### config.mk
export PLATFORM = sky130hd
export DESIGN_NAME = expsel_ctrl
export DESIGN_NICKNAME = d
export VERILOG_FILES = /design/src/rtl/expsel_pkg.sv /design/src/rtl/expsel_window.sv /design/src/rtl/expsel_bitpick.sv /design/src/rtl/expsel_ctrl.sv
export SDC_FILE = /design/constraint.sdc
export NUM_CORES = 1
export LEC_CHECK = 0
export BUFFER_PORTS_ARGS = -buffer_cell sky130_fd_sc_hd__buf_2
export CAP_MARGIN = 5
export CORE_AREA = 2 2 39 41
export CTS_CLUSTER_DIAMETER = 150
export DETAILED_ROUTE_END_ITERATION = 8
export DIE_AREA = 0 0 41 43
export PLACE_DENSITY_LB_ADDON = 0.08
export SYNTH_ARGS = -nofsm -noshare
export SYNTH_HDL_FRONTEND = slang
export SYNTH_SLANG_ARGS = --single-unit
### constraint.sdc
create_clock -name phi2 -period 1.93 [get_ports phi2]
set_input_delay 0.2895 -clock phi2 [delete_from_list [all_inputs] [get_ports phi2]]
set_output_delay 0.2895 -clock phi2 [all_outputs]
set_load 0.1 [all_outputs]
### src/rtl/expsel_pkg.sv
package expsel_pkg;
    localparam int ADDR_W = 16;
    localparam int DATA_W = 8;
    localparam int SEL_W  = $clog2(DATA_W);

    typedef struct packed {
        logic enabled;
    } sel_state_t;
endpackage

### src/rtl/expsel_window.sv
module expsel_window #(
    parameter int                AW = 16,
    parameter logic [AW-1:0]     LO = '0,
    parameter logic [AW-1:0]     HI = '0
) (
    input  logic [AW-1:0] addr,
    output logic          hit
);
    // Inclusive range compare; a single address when LO == HI.
    generate
        if (LO == HI) begin : g_exact
            assign hit = (addr == LO);
        end else begin : g_range
            assign hit = (addr >= LO) && (addr <= HI);
        end
    endgenerate
endmodule

### src/rtl/expsel_bitpick.sv
module expsel_bitpick #(
    parameter int DW = 8,
    parameter int SW = $clog2(DW)
) (
    input  logic [DW-1:0] data,
    input  logic [SW-1:0] sel,
    output logic          bit_out
);
    logic [DW-1:0] onehot;
    logic [DW-1:0] masked;

    genvar i;
    generate
        for (i = 0; i < DW; i++) begin : g_lane
            assign onehot[i] = (sel == SW'(i));
            assign masked[i] = onehot[i] & data[i];
        end
    endgenerate

    assign bit_out = |masked;
endmodule

### src/rtl/expsel_ctrl.sv
module expsel_ctrl
    import expsel_pkg::*;
#(
    parameter logic [ADDR_W-1:0] SEL_ADDR  = 16'hD1FF,
    parameter logic [ADDR_W-1:0] ROM_BASE  = 16'hD800,
    parameter int                ROM_LOG2  = 11,
    parameter logic [ADDR_W-1:0] IO_LO     = 16'hD1F0,
    parameter logic [ADDR_W-1:0] IO_HI     = 16'hD1FE
) (
    input  logic              phi2,
    input  logic              rst_n,
    input  logic [ADDR_W-1:0] bus_addr,
    input  logic              bus_rw,
    input  logic [DATA_W-1:0] bus_data,
    input  logic [SEL_W-1:0]  dev_strap,
    output logic              dev_enabled,
    output logic              mathrom_off_n,
    output logic              ext_claim_n,
    output logic              devrom_cs_n,
    output logic              devrom_oe_n,
    output logic              io_sel_n,
    output logic              selreg_wr,
    output logic              selreg_rd
);
    localparam logic [ADDR_W-1:0] ROM_TOP = ROM_BASE + ADDR_W'((1 << ROM_LOG2) - 1);

    logic reg_hit, rom_hit, io_hit, picked;
    sel_state_t st_d, st_q;

    expsel_window #(.AW(ADDR_W), .LO(SEL_ADDR), .HI(SEL_ADDR)) u_reg_win (
        .addr(bus_addr), .hit(reg_hit));
    expsel_window #(.AW(ADDR_W), .LO(ROM_BASE), .HI(ROM_TOP)) u_rom_win (
        .addr(bus_addr), .hit(rom_hit));
    expsel_window #(.AW(ADDR_W), .LO(IO_LO), .HI(IO_HI)) u_io_win (
        .addr(bus_addr), .hit(io_hit));

    expsel_bitpick #(.DW(DATA_W), .SW(SEL_W)) u_pick (
        .data(bus_data), .sel(dev_strap), .bit_out(picked));

    // Next state: the flag is loaded by a select-register write. The
    // phase-2 qualification comes from clocking on the falling edge
    // that ends the high interval.
    always_comb begin
        st_d = st_q;
        if (reg_hit && !bus_rw) begin
            st_d.enabled = picked;
        end
    end

    always_ff @(negedge phi2 or negedge rst_n) begin
        if (!rst_n) begin
            st_q <= '0;
        end else begin
            st_q <= st_d;
        end
    end

    logic rom_take;
    assign rom_take      = phi2 && st_q.enabled && bus_rw && rom_hit;

    assign dev_enabled   = st_q.enabled;
    assign mathrom_off_n = !rom_take;
    assign ext_claim_n   = !rom_take;
    assign devrom_cs_n   = !rom_take;
    assign devrom_oe_n   = !rom_take;
    assign io_sel_n      = !(phi2 && st_q.enabled && io_hit);
    assign selreg_wr     = phi2 && reg_hit && !bus_rw;
    assign selreg_rd     = phi2 && reg_hit && bus_rw;

    // Checks sampled at the end of the data phase (phi2 still high).
    a_r2_capture: assert property (@(negedge phi2) disable iff (!rst_n)
        (bus_addr == SEL_ADDR && !bus_rw) |=> (dev_enabled == $past(bus_data[dev_strap])));

    a_r3_hold: assert property (@(negedge phi2) disable iff (!rst_n)
        !(bus_addr == SEL_ADDR && !bus_rw) |=> $stable(dev_enabled));

    a_r5_claim_cond: assert property (@(negedge phi2) disable iff (!rst_n)
        !mathrom_off_n |-> (dev_enabled && bus_rw && bus_addr[15:11] == 5'b11011));

    a_r6_rom_pair: assert property (@(negedge phi2) disable iff (!rst_n)
        (devrom_cs_n == devrom_oe_n) && (devrom_cs_n == ext_claim_n));

    a_r8_io_enabled: assert property (@(negedge phi2) disable iff (!rst_n)
        !io_sel_n |-> (dev_enabled && bus_addr[15:4] == 12'hD1F));

    // Sampled just before the rising edge, when phi2 is low.
    a_r10_idle: assert property (@(posedge phi2) disable iff (!rst_n)
        (mathrom_off_n && ext_claim_n && devrom_cs_n && devrom_oe_n && io_sel_n
         && !selreg_wr && !selreg_rd));
endmodule

==> results of run 1 <==
-- cell families (layout without fill, tap and decap cells) --
kind of cell | count (synthesis) | after routing
mux | 4 | 4
buf+inv | 4 | 55
flops | 1 | 1
simple gates | 12 | 12
-- how the worst max path moves through the flow --
stage	from	endpoint	slack [ps]	cells after the start
floorplan	dev_enabled	devrom_oe_n	-2120	2
global placement	dev_strap[0]	dev_enabled	-600	4
detailed placement	dev_strap[0]	dev_enabled	-610	4
CTS	dev_enabled	devrom_oe_n	-660	3
global route	dev_enabled	ext_claim_n	-700	3
finish	dev_enabled	ext_claim_n	-630	3
-- what timing repair did --
action	in CTS	in global routing
resized for setup	32	5
pin swaps	4	2
setup buffers	1	2
endpoints found under the setup margin	12	10
-- cell usage in the layout (no fill, tap or decap), drive strengths merged --
cell type,count
buf,45
clkbuf,9
and4,3
nand4,2
mux4,2
mux2,2
nor2b,1
nand2b,1
nor4,1
nand4b,1
inv,1
and4b,1
nand3,1
nor2,1
dfrtn,1
-- final cells by class --
cell class,instances,area (sq um)
Multi-Input combinational cell,16,179
Fill cell,134,711
Timing Repair Buffer,36,224
Tap cell,16,20.0
Clock inverter,1,3.75
Clock buffer,18,221
Sequential cell,1,25.0
-- routing by layer --
layer / GRT usage (%) / vias up / wire length (um) / part of all wire (%)
li1: - / 186 / - / -
met1: 8.04 / 165 / 279 / 28
met2: 16.9 / 36 / 523 / 53
met3: 12.6 / 4 / 142 / 14
met4: 22.7 / 0 / 36 / 3.7
met5: 0 / - / 0 / 0
-- where the power goes --
group          internal (uW)  leakage [uW]  switching, uW
logic                   36.3      0.000203           14.8
clock network            136      0.000134           62.6
registers               21.2     0.0000140        0.00840
total                    193      0.000350           77.4
-- metrics by stage --
stage                     utilization, %  power (uW)  cells  instance area, sq um  TNS (ps)
final                               48.6         271     88                   673     -3820
after global routing                48.6         291     88                   673     -4190
after CTS                           47.5         280     87                   657     -3910
after detailed placement            32.5        92.1     75                   450     -1860
after global placement              32.5        91.5     75                   450     -1870
after floorplan                        -        58.9     21                   223    -10070
==> metrics.cfg, run 1 <==
[outcome]
outcome = finished with violations
violations = setup timing

[yosys]
yosysWarnings = 0
synth_fa_ha_area_share_pct = 0
synth_commonest_cells = and4_1 (3), buf_4 (3), mux2_2 (2), mux4_1 (2), nand4_1 (2)
synth_top_family_by_area = simple AND/OR/NAND/NOR gates
yosys-mux-area-fraction_pct = 35.5
avgSynthCellArea_sq_um = 10.1
ys_ff_latch = 1
synth_area_leaders = mux4_1 (25%), and4_1 (12%), dfrtn_1 (12%)
synth_area_sq_um = 211
yosysSeqAreaShare_pct = 11.8
ys.flop_type = dfrtn_1
synth_top_area_cell = mux4_1
synth_top_area_share_pct = 24.9
async_flop_share_pct = 100
synth_edf_count = 0
ys_types = 14
syn_nets = 51
netlist_instances = 21
synth_simple_gate_area_share_pct = 40.2
synthXorXnorAreaFrac_pct = 0
synth_compound_area_share_pct = 0

[global_routing]
grt_pass1_vias = 452
grt_max_degree = 4
gr-usage-all-layers_pct = 13.8
grt_first_pass_wirelength_um = 1460
antenna_found_initial = 0
overflow = 0

[critical_path]
reg2reg_to = dev_enabled
required_ps = 1640
worstSetupPathType = register to output port
crit_arrival_ps = 2270
reg2reg_from = dev_enabled
critPathBufInv = 2
reg2reg_setup_slack_ps = 1010
cp-start-kind = register
cp_max_fo = 3
cp_top_family = flip-flops
crit_chain = nand4_1 -> clkbuf_8 -> buf_12
reg2reg_depth = 2
crit_path_max_incr_delay_ps = 440
cpMaxStageDelayCell = dfrtn_1
worstSetupEndpointType = output port

[clocking]
ctsHoldBuffers = 0
path_clk_slew_ps = 30
cts_tree = built
clk_latency_ps = 360

[floorplan]
placementRows = 14
ios = 38
die_x_um = 41
start_util_pct = 15.3
core_area_sq_um = 1380
die_y_um = 43
die-area_sq_um = 1760

[drt]
routed_wl_um = 981
wire_per_inst_um = 11.1
vias = 391
drc_errors = 0
dr.pass1.iters = 3
drtIter0Drc = 2
ant_nets = 0
vias_per_cell = 4.44

[flow_run]
maxCapViolCount = 0

[finish]
largest_register_ffs = 1
drive_gt1_share_pct = 83.3
area_growth_pct = 218
nets = 102
antenna_cells = 0

[timing]
rsz0062_at_grt = yes
setup_violations = 9
fin_skew_ps = 0
holdWs_ps = 549
worst_pin_slew_ps = 255
hold_viol = 0
slew_viol_final = 0
fin_ws_ps = -631
relSlewSlack_pct = 82.8

[pwr]
vdd_ir_drop_max_v = 0.000491
p_per_area_nw_per_um2 = 402
power.leakage_uw = 0.000350

[min_path]
hold_class = input port to asynchronous set/reset pin

[place]
post-place-ws_ps = -614
place_congestion = 0.630
io_buffers = 37

Power figures use the tool's default switching activity.
==> run 2, diff against run 1 <==
--- a/config.mk
+++ b/config.mk
@@ -8,6 +8,7 @@
 export BUFFER_PORTS_ARGS = -buffer_cell sky130_fd_sc_hd__buf_2
 export CAP_MARGIN = 5
 export CORE_AREA = 2 2 39 41
+export CTS_BUF_LIST = sky130_fd_sc_hd__clkbuf_8
 export CTS_CLUSTER_DIAMETER = 150
 export DETAILED_ROUTE_END_ITERATION = 8
 export DIE_AREA = 0 0 41 43
==> run 2 against run 1 <==
Net effect: sequential share of layout area decreased by 0.10 points; critical path type unchanged; the flow still finishes with violations (setup timing); largest power group unchanged; sequential cell count unchanged; worst setup slack better by 44 ps; critical endpoint is now devrom_oe_n; sequential power about the same; clock power up 56%; utilization rose by 1.4 points.
==> metrics.cfg, run 2 (synthesized netlist as in run 1, its figures left out) <==
[critical_path]
reg2reg_from = dev_enabled
reg2reg_depth = 2  ; unchanged
reg2reg_setup_slack_ps = 1040  ; +30 ps
cp_top_family = flip-flops
cp-start-kind = register
reg2reg_to = dev_enabled
crit_arrival_ps = 2230  ; -40 ps
cpMaxStageDelayCell = dfrtn_1
worstSetupPathType = register to output port
crit_chain = nand4_1 -> clkbuf_8 -> buf_12
worstSetupEndpointType = output port
critPathBufInv = 2  ; unchanged
crit_path_max_incr_delay_ps = 410  ; -30 ps
cp_max_fo = 2  ; -1
required_ps = 1640  ; about the same

[drt]
drtIter0Drc = 1  ; -1
vias_per_cell = 4.36  ; -2.0%
routed_wl_um = 944  ; -3.8%
wire_per_inst_um = 10.9  ; -2.7%
dr.pass1.iters = 5  ; +2
vias = 379  ; -3.1%
ant_nets = 0  ; unchanged
drc_errors = 0  ; unchanged

[flow_run]
maxCapViolCount = 0  ; unchanged

[clocking]
ctsHoldBuffers = 0  ; unchanged
path_clk_slew_ps = 30  ; about the same
cts_tree = built
clk_latency_ps = 360  ; about the same

[global_routing]
grt_pass1_vias = 472  ; +4.4%
overflow = 0  ; unchanged
use_met1_pct = 8.68  ; +0.64 points
grt_first_pass_wirelength_um = 1440  ; -1.4%
grt_busiest_layer = met4
antenna_found_initial = 0  ; unchanged
grt_use_met2_pct = 15.9  ; -0.94 points
gr-usage-all-layers_pct = 13.9  ; +0.10 points
grt_max_degree = 4  ; unchanged
grtUsageMet3_pct = 13.1  ; +0.52 points

[floorplan]
die_y_um = 43  ; unchanged
core_area_sq_um = 1380  ; unchanged
die_x_um = 41  ; unchanged
die-area_sq_um = 1760  ; unchanged
start_util_pct = 15.3  ; unchanged
placementRows = 14  ; unchanged
ios = 38  ; unchanged

[pwr]
p_per_area_nw_per_um2 = 552  ; +37%
power.leakage_uw = 0.000360  ; +2.7%
vdd_ir_drop_max_v = 0.000743  ; +51%

[place]
dp_cells = 75  ; unchanged
post_dp_cell_area_sq_um = 450  ; unchanged
post-place-ws_ps = -614  ; unchanged
place_congestion = 0.630  ; unchanged
io_buffers = 37  ; unchanged

[timing]
rsz0062_at_grt = yes
setup_violations = 9  ; unchanged
worst_pin_slew_ps = 255  ; -0.268 ps
slew_viol_final = 0  ; unchanged
fin_skew_ps = 0  ; unchanged
holdWs_ps = 556  ; +6.86 ps
fin_ws_ps = -587  ; +43.7 ps
relSlewSlack_pct = 82.9  ; about the same
hold_viol = 0  ; unchanged

[finish]
final_common_cell = buf_2
design_area_sq_um = 692  ; +2.8%
area_growth_pct = 227
final_util_pct = 50.0  ; +1.4 points
drive_gt1_share_pct = 83.1  ; -0.23 points
antenna_cells = 0  ; unchanged
largest_register_ffs = 1  ; unchanged
mostFrequentLayoutCells = buf_2 (28), clkbuf_8 (8), buf_12 (6)
nets = 101  ; -0.98%
fin_cells = 87  ; -1.1%
fillerInstances = 132  ; -1.5%

[min_path]
hold_class = input port to asynchronous set/reset pin

[outcome]
violations = setup timing
outcome = finished with violations

## run 2: layout make-up
class                      count  area (sq um)  share of cell area (%)
clock inverter                 3          11.3                    1.63
tap                           16          20.0                    2.89
sequential                     1          25.0                    3.62
clock buffer                  16           244                    35.3
timing repair buffer          35           213                    30.7
multi-input combinational     16           179                    25.9
## run 2: per-layer routing
| layer | routed length (um) | part of all wire, % |
|---|---|---|
| met1 | 306 | 32 |
| met5 | 0 | 0 |
| met4 | 0 | 0 |
| met2 | 503 | 53 |
| met3 | 133 | 14 |
## run 2: power breakdown
part | total (uW) | switching, uW | internal [uW]
logic | 51.0 | 14.8 | 36.3
clock network | 310 | 73.8 | 236
registers | 21.2 | 0.00474 | 21.2
total | 382 | 88.6 | 293
## run 2: metrics by stage
step / TNS (ps) / total power [uW]
final: -3570 / 382
after global routing: -3890 / 407
after CTS: -3740 / 392
after detailed placement: -1860 / 92.1
after global placement: -1870 / 91.5
after floorplan: -10070 / 58.9
## run 2: what timing repair did
item / CTS / global route
pin swaps: 3 / 1
gates resized for setup: 27 / 3
endpoints found under the setup margin: 12 / 10
setup buffers: 1 / 1
## run 2: how the worst max path moves through the flow
stage,startpoint,to,slack (ps),cells after the start
6_report,dev_enabled,devrom_oe_n,-590,3
5_1_grt,dev_enabled,devrom_oe_n,-640,3
4_1_cts,dev_enabled,devrom_oe_n,-620,3
3_5_place_dp,dev_strap[0],dev_enabled,-610,4
3_3_place_gp,dev_strap[0],dev_enabled,-600,4
2_1_floorplan,dev_enabled,devrom_oe_n,-2120,2
## run 2: worst register-to-register path, delay by kind of cell, from the launching register on
kind     cells  cell delay (ps)
mux          1              250
buf+inv      1              150
flops        1              340
==> run 3, diff against run 2 <==
--- a/config.mk
+++ b/config.mk
@@ -7,12 +7,10 @@
 export LEC_CHECK = 0
 export BUFFER_PORTS_ARGS = -buffer_cell sky130_fd_sc_hd__buf_2
 export CAP_MARGIN = 5
-export CORE_AREA = 2 2 39 41
-export CTS_BUF_LIST = sky130_fd_sc_hd__clkbuf_8
-export CTS_CLUSTER_DIAMETER = 150
+export CORE_AREA = 2 2 63 65
 export DETAILED_ROUTE_END_ITERATION = 8
-export DIE_AREA = 0 0 41 43
-export PLACE_DENSITY_LB_ADDON = 0.08
+export DIE_AREA = 0 0 65 67
+export PLACE_DENSITY_LB_ADDON = 0.15
 export SYNTH_ARGS = -nofsm -noshare
 export SYNTH_HDL_FRONTEND = slang
 export SYNTH_SLANG_ARGS = --single-unit
==> run 3 against run 2 <==
Net effect: the run still ends with setup timing left; combinational power grew 6.7%; cell count rose by 37%; worst setup slack lost 88 ps; clock power up 4%; global-route usage decreased by 6.3 points; critical endpoint is now devrom_cs_n.
==> metrics.cfg, run 3 (synthesized netlist as in run 1, its figures left out) <==
[outcome]
outcome = finished with violations
violations = setup timing

[critical_path]
crit_arrival_ps = 2320  ; +90 ps
worstSetupPathType = register to output port
required_ps = 1640  ; about the same
cp_max_fo = 3  ; +1
worstSetupEndpointType = output port
cp-start-kind = register

[pwr]
p_per_area_nw_per_um2 = 528  ; -4.3%
power.leakage_uw = 0.000360  ; about the same
vdd_ir_drop_max_v = 0.000360  ; -52%
p_total_uw = 399  ; +4.4%

[finish]
antenna_cells = 0  ; unchanged
area_growth_pct = 257
nets = 101  ; unchanged
largest_register_ffs = 1  ; unchanged
fillerInstances = 394  ; +200%
mostFrequentLayoutCells = buf_2 (28), clkbuf_8 (7), buf_12 (7)
final_common_cell = buf_2
drive_gt1_share_pct = 83.1  ; unchanged

[timing]
relSlewSlack_pct = 81.9  ; -0.97 points
slew_viol_final = 0  ; unchanged
hold_viol = 0  ; unchanged
fin_ws_ps = -675  ; -87.8 ps
fin_skew_ps = 0  ; unchanged
rsz0062_at_grt = yes
holdWs_ps = 553  ; -2.24 ps
setup_violations = 9  ; unchanged
worst_pin_slew_ps = 270  ; +14.6 ps

[drt]
vias_per_cell = 3.40  ; -22%
drtIter0Drc = 4  ; +3
routed_wl_um = 1160  ; +23%
dr.pass1.iters = 3  ; -2
wire_per_inst_um = 9.73  ; -10%
drc_errors = 0  ; unchanged
vias = 405  ; +6.9%
ant_nets = 0  ; unchanged

[flow_run]
maxCapViolCount = 0  ; unchanged

[clocking]
path_clk_slew_ps = 30  ; about the same
cts_tree = built
ctsHoldBuffers = 0  ; unchanged
clk_latency_ps = 360  ; about the same

[floorplan]
die-area_sq_um = 4360  ; +150%
placementRows = 22  ; +8
die_x_um = 65  ; +59%
core_area_sq_um = 3610  ; +160%
start_util_pct = 5.86  ; -9.4 points
ios = 38  ; unchanged
die_y_um = 67  ; +56%

[global_routing]
grt_max_degree = 4  ; unchanged
grt_pass1_vias = 561  ; +19%
overflow = 0  ; unchanged
antenna_found_initial = 0  ; unchanged
gr-usage-all-layers_pct = 7.54  ; -6.3 points
grt_first_pass_wirelength_um = 2000  ; +39%

[min_path]
hold_class = input port to asynchronous set/reset pin

[place]
place_congestion = 0.571  ; -9.5%
io_buffers = 37  ; unchanged

==> run 3: cell types whose count changed in the layout (fill, tap and decap cells not counted) <==
cell / before / now
mux2_2: 0 / 1
buf_8: 1 / 3
clkbuf_1: 0 / 2
buf_12: 6 / 7
buf_4: 5 / 4
inv_1: 3 / 1
buf_6: 3 / 2
mux2_4: 2 / 1
nor4_4: 0 / 1
clkbuf_8: 8 / 7
nor4_2: 1 / 0
==> run 3: worst max-delay path, cell delays in order, from the launching register on <==
cell and delay [ps]:
dfrtn_1 440, nand4_1 100, clkbuf_8 160, buf_8 120
buf_12 150
==> run 3: path summary, 6_finish.rpt <==
check,startpoint,end,slack [ps],cells past startpoint
max in group asynchronous,rst_n,dev_enabled,1260,1
hold / removal,rst_n,dev_enabled,550,1
setup / recovery,dev_enabled,devrom_cs_n,-670,4
hold reg to reg,dev_enabled,dev_enabled,640,2
min in group phi2,dev_enabled,dev_enabled,640,2
setup reg to reg,dev_enabled,dev_enabled,1000,2
==> run 3: power breakdown <==
group | switching, uW | internal, uW
clock | 80.7 | 242
combinational | 17.6 | 36.8
sequential | 0.00830 | 21.2
total | 98.2 | 300
==> run 3: what timing repair did <==
| item | CTS | global route |
|---|---|---|
| resized for setup | 29 | 6 |
| buffers inserted | 2 | 0 |
| setup endpoints to repair | 13 | 11 |
| pin swaps | 3 | 2 |
==> run 3: cell type report <==
cell class | count | area (sq um) | share of cell area, %
clock buffer | 19 | 280 | 37.1
clock inverter | 1 | 3.75 | 0.498
multi-input combinational | 16 | 184 | 24.4
sequential | 1 | 25.0 | 3.32
tap | 48 | 60.1 | 7.96
timing repair buffer | 34 | 201 | 26.7
==> run 3: routing by layer <==
metal  vias up  GRT usage (%)  part of all wire [%]
li1        184              -                     -
met1       176           5.03                    34
met2        38           7.35                    46
met3         7           9.80                    16
met4         0           12.5                   3.6
met5         -              0                     0
==> run 3: stage by stage <==
step	setup TNS [ps]	cells	util (%)	worst slack, ps	area (sq um)
after CTS	-4150	120	20.6	-724	742
after floorplan	-10070	21	-	-2120	223
after detailed placement	-1830	107	13.6	-623	490
final	-3840	119	20.9	-675	754
after global routing	-4180	119	20.9	-729	754
after global placement	-1870	107	13.6	-602	490
